==> src/rtl/alu_pkg.sv <==
package alu_pkg;
  localparam int unsigned DATA_W = 32;
  localparam int unsigned CTRL_W = 3;

  typedef enum logic [1:0] {
    SEL_AND  = 2'd0,
    SEL_OR   = 2'd1,
    SEL_SUM  = 2'd2,
    SEL_LESS = 2'd3
  } alu_sel_e;
endpackage

==> src/rtl/alu_slice.sv <==
module alu_slice
  import alu_pkg::*;
(
  input  logic     a_i,
  input  logic     b_i,
  input  logic     invert_b_i,
  input  logic     carry_i,
  input  logic     less_i,
  input  alu_sel_e sel_i,
  output logic     res_o,
  output logic     carry_o
);
  logic b_eff;
  logic sum;

  assign b_eff   = b_i ^ invert_b_i;
  assign sum     = a_i ^ b_eff ^ carry_i;
  assign carry_o = (a_i & b_eff) | (carry_i & (a_i ^ b_eff));

  always_comb begin
    unique case (sel_i)
      SEL_AND:  res_o = a_i & b_eff;
      SEL_OR:   res_o = a_i | b_eff;
      SEL_SUM:  res_o = sum;
      default:  res_o = less_i;
    endcase
  end
endmodule

==> src/rtl/alu_msb_slice.sv <==
module alu_msb_slice
  import alu_pkg::*;
(
  input  logic     a_i,
  input  logic     b_i,
  input  logic     invert_b_i,
  input  logic     carry_i,
  input  alu_sel_e sel_i,
  output logic     res_o,
  output logic     carry_o,
  output logic     ovf_o,
  output logic     true_sign_o
);
  logic sum_sign;

  alu_slice u_core (
    .a_i        (a_i),
    .b_i        (b_i),
    .invert_b_i (invert_b_i),
    .carry_i    (carry_i),
    .less_i     (1'b0),
    .sel_i      (sel_i),
    .res_o      (res_o),
    .carry_o    (carry_o)
  );

  // Sign of the adder output, recomputed locally for the compare path.
  assign sum_sign    = a_i ^ b_i ^ invert_b_i ^ carry_i;
  assign ovf_o       = carry_i ^ carry_o;
  assign true_sign_o = sum_sign ^ ovf_o;
endmodule

==> src/rtl/alu_zero_detect.sv <==
module alu_zero_detect #(
  parameter int unsigned WIDTH = 32
) (
  input  logic [WIDTH-1:0] word_i,
  output logic             zero_o
);
  assign zero_o = ~|word_i;
endmodule

==> src/rtl/alu_word.sv <==
module alu_word
  import alu_pkg::*;
#(
  parameter int unsigned WIDTH = DATA_W
) (
  input  logic [WIDTH-1:0]  a_i,
  input  logic [WIDTH-1:0]  b_i,
  input  logic [CTRL_W-1:0] ctrl_i,
  input  logic              cin_i,
  output logic [WIDTH-1:0]  result_o,
  output logic              zero_o,
  output logic              ovf_o,
  output logic              cout_o
);
  localparam int unsigned MSB = WIDTH - 1;

  logic     invert_b;
  alu_sel_e sel;
  logic     carry [0:WIDTH];
  logic     true_sign;

  assign invert_b = ctrl_i[2];
  assign sel      = alu_sel_e'(ctrl_i[1:0]);
  assign carry[0] = cin_i | invert_b;

  for (genvar i = 0; i < WIDTH; i++) begin : g_slice
    if (i == MSB) begin : g_top
      alu_msb_slice u_msb (
        .a_i         (a_i[i]),
        .b_i         (b_i[i]),
        .invert_b_i  (invert_b),
        .carry_i     (carry[i]),
        .sel_i       (sel),
        .res_o       (result_o[i]),
        .carry_o     (carry[i+1]),
        .ovf_o       (ovf_o),
        .true_sign_o (true_sign)
      );
    end else if (i == 0) begin : g_low
      alu_slice u_bit (
        .a_i        (a_i[i]),
        .b_i        (b_i[i]),
        .invert_b_i (invert_b),
        .carry_i    (carry[i]),
        .less_i     (true_sign),
        .sel_i      (sel),
        .res_o      (result_o[i]),
        .carry_o    (carry[i+1])
      );
    end else begin : g_mid
      alu_slice u_bit (
        .a_i        (a_i[i]),
        .b_i        (b_i[i]),
        .invert_b_i (invert_b),
        .carry_i    (carry[i]),
        .less_i     (1'b0),
        .sel_i      (sel),
        .res_o      (result_o[i]),
        .carry_o    (carry[i+1])
      );
    end
  end

  assign cout_o = carry[WIDTH];

  alu_zero_detect #(.WIDTH(WIDTH)) u_zero (
    .word_i (result_o),
    .zero_o (zero_o)
  );
endmodule

==> config.mk <==
export PLATFORM = sky130hd
export DESIGN_NAME = alu_word
export DESIGN_NICKNAME = d
export VERILOG_FILES = /design/src/rtl/alu_pkg.sv /design/src/rtl/alu_slice.sv /design/src/rtl/alu_msb_slice.sv /design/src/rtl/alu_zero_detect.sv /design/src/rtl/alu_word.sv
export SDC_FILE = /design/constraint.sdc
export NUM_CORES = 1
export LEC_CHECK = 0
export BUFFER_PORTS_ARGS = -buffer_cell sky130_fd_sc_hd__buf_4
export CAP_MARGIN = 10
export CORE_MARGIN = 2
export CORE_UTILIZATION = 35
export DETAILED_ROUTE_END_ITERATION = 12
export GPL_TIMING_DRIVEN = 0
export SLEW_MARGIN = 20
export SYNTH_ARGS = -nofsm -noshare
export SYNTH_HDL_FRONTEND = slang
export SYNTH_SLANG_ARGS = --single-unit
==> constraint.sdc <==
create_clock -name vclk -period 46.8
set_input_delay 9.36 -clock vclk [all_inputs]
set_output_delay 9.36 -clock vclk [all_outputs]
set_load 0.01 [all_outputs]
==> impl_metrics.yaml <==
outcome:
  status: "finished clean"
power_and_ir_drop:
  clockPowerShare_pct: 0
  swShare_pct: 48.0
  power_frac_comb_pct: 100.0
  p_leak_uw: 0.00216
  ir_drop_v: 0.00000717
  power.total_uw: 53.0
  seqPwrFrac_pct: 0
  p_sw_uw: 25.5
  power_density_mw_per_mm2: 13.9
  p_int_uw: 27.6
sta:
  fin_crit_sh_pct: 72.6
  hold_viol_final: 0
  period_needed_ns: 34.00
  rsz0062_at_grt: "false"
  relSlewSlack_pct: 44.2
  fin_tns_setup_ns: 0
  max_freq_mhz: 29.4
  setup_viol: 0
  finalMaxSlewViolations: 0
  tightestPinTransition_ns: 0.837
detailed_routing:
  wl_microns: 7290
  ant_nets: 0
  vias_per_cell: 4.53
  first_pass_iters: 4
  top_layer: "met3"
  wl_met1_microns: 3160
  drc: 0
  routedWlPerCell_microns: 13.7
  met3WireLength_microns: 446
  vias: 2402
  drt-initial-drc-count: 41
  wl_met2_microns: 3670
final_layout:
  fin_nets: 591
  seq_area_sq_um: 0
  numSequentialCells: 0
  areaGrowthSynthToFinish_pct: 30.0
  n_fill_cell: 810
  n_antenna_cell: 0
  nClkBuffers: 0
  drive_gt1_share_pct: 33.2
synth:
  synth_most_common_cell: "inv_1"
  synthCells: 325
  yosysTopAreaCellShare_pct: 27.2
  syn-num-nets: 489
  ys_seq_area_share_pct: 0
  avgSynthCellArea_sq_um: 9.05
  yosys_warnings: 0
  synth_area_sq_mm: 0.00294
  yosysTopAreaCell: "ha_1"
  yosys.cell_types.count: 25
  synth_area_leaders: "ha_1 27%, fa_1 22%, mux2i_1 10%, xor2_1 9.5%, inv_1 8.8%"
  netlist_top_cells_count: "69 x inv_1, 64 x ha_1, 32 x buf_4, 32 x fa_1, 32 x xor2_1"
grt:
  grt_pass1_vias: 2372
  grt_max_degree: 11
  grt_pass1_wl_microns: 11300
  track_usage_pct: 15.6
  antenna_found_initial: 0
  overflow: 0
die:
  fp.dieArea_sq_mm: 0.00915
  placementRows: 33
  core_sq_mm: 0.00818
  io_pins: 103
  die_w_microns: 95.7
  initial_utilization_pct: 36.0
  die_y_microns: 95.7
setup_path:
  critPathCaptureType: "output pin"
  cpPeakStageDelay_ns: 0.68
  cp-start-kind: "input port"
  crit_fanout: 10
  slowest_stage: "buf_1"
  critPathMostFrequentCell: "fa_1"
  crit_type: "in2out"
  crit_required_ns: 37.44
  arrival_ns: 24.64
clock_network:
  cts_resized: 0
  cts_setup_buffers: 0
  cts_hold_buf: 0
placed_design:
  hpwl_microns: 6340
  portBuffers: 100
  place.gp.congestion: 0.782
min_path:
  hold_path.class: "in2out"
flow_run:
  max_cap_violations: 0
## metrics by stage
stage	instance area [sq um]	worst slack, ns	hold WS [ns]	utilization (%)	instances
2_1_floorplan	2940	14.06	18.98	-	325
3_3_place_gp	3820	12.85	19.23	46.8	530
3_5_place_dp	3820	12.71	19.24	46.8	530
4_1_cts	3820	12.66	19.25	46.8	530
5_1_grt	3820	12.24	19.28	46.8	530
6_report	3820	12.80	19.24	46.8	530
## layout make-up
cell class	count	area [sq um]	share of cell area [%]
tap	105	131	3.44
timing repair buffer	100	751	19.6
multi-input combinational	209	2370	62.1
buffer	47	309	8.08
inverter	69	259	6.77
## power by group through the flow
stage               Clock (uW)  Combinational (uW)  Sequential (uW)
floorplan                    0                33.6                0
global placement             0                51.9                0
detailed placement           0                53.8                0
CTS                          0                53.9                0
global route                 0                59.7                0
finish                       0                53.0                0
## metal layers
metal | vias up | track usage [%]
li1 | 1183 | -
met3 | 0 | 1.34
met1 | 1153 | 20.8
met2 | 66 | 29.2
met5 | - | 0
met4 | 0 | 0
## cell families after synthesis
group / count (synthesis) / share of synthesized area [%]
mux: 31 / 11.0
compound gates: 33 / 7.15
simple gates: 14 / 3.15
xor+xnor: 35 / 10.4
fa+ha+maj: 96 / 49.0
buf+inv: 116 / 19.3
## final timing paths
check	startpoint	end	slack, ns	cells past startpoint
worst max-delay path	ctrl_i[2]	zero_o	12.80	43
worst min-delay path	a_i[31]	cout_o	19.24	3
## critical path, delay by kind of cell
kind	cells	cell delay [ns]
and+or+nand+nor	2	0.71
adders and majority gates	32	12.49
AOI/OAI and AO/OA	2	0.31
xor gates and xnor gates	1	0.26
buffers and inverters	5	1.30
muxes	1	0.15
## layout by cell type, fill, tap and decap left out, types with 2 or more instances in the layout
cell      synthesis  routed
buf_1             4       4
buf_2             3       3
buf_4            32     132
clkbuf_1          6       6
fa_1             32      32
ha_1             64      64
inv_1            69      69
mux2i_1          30      30
nand2_1           2       2
nor4_1            5       5
o22ai_1          30      30
or4_1             2       2
xnor2_1           3       3
xor2_1           32      32
(Power assumes the default switching activity.)
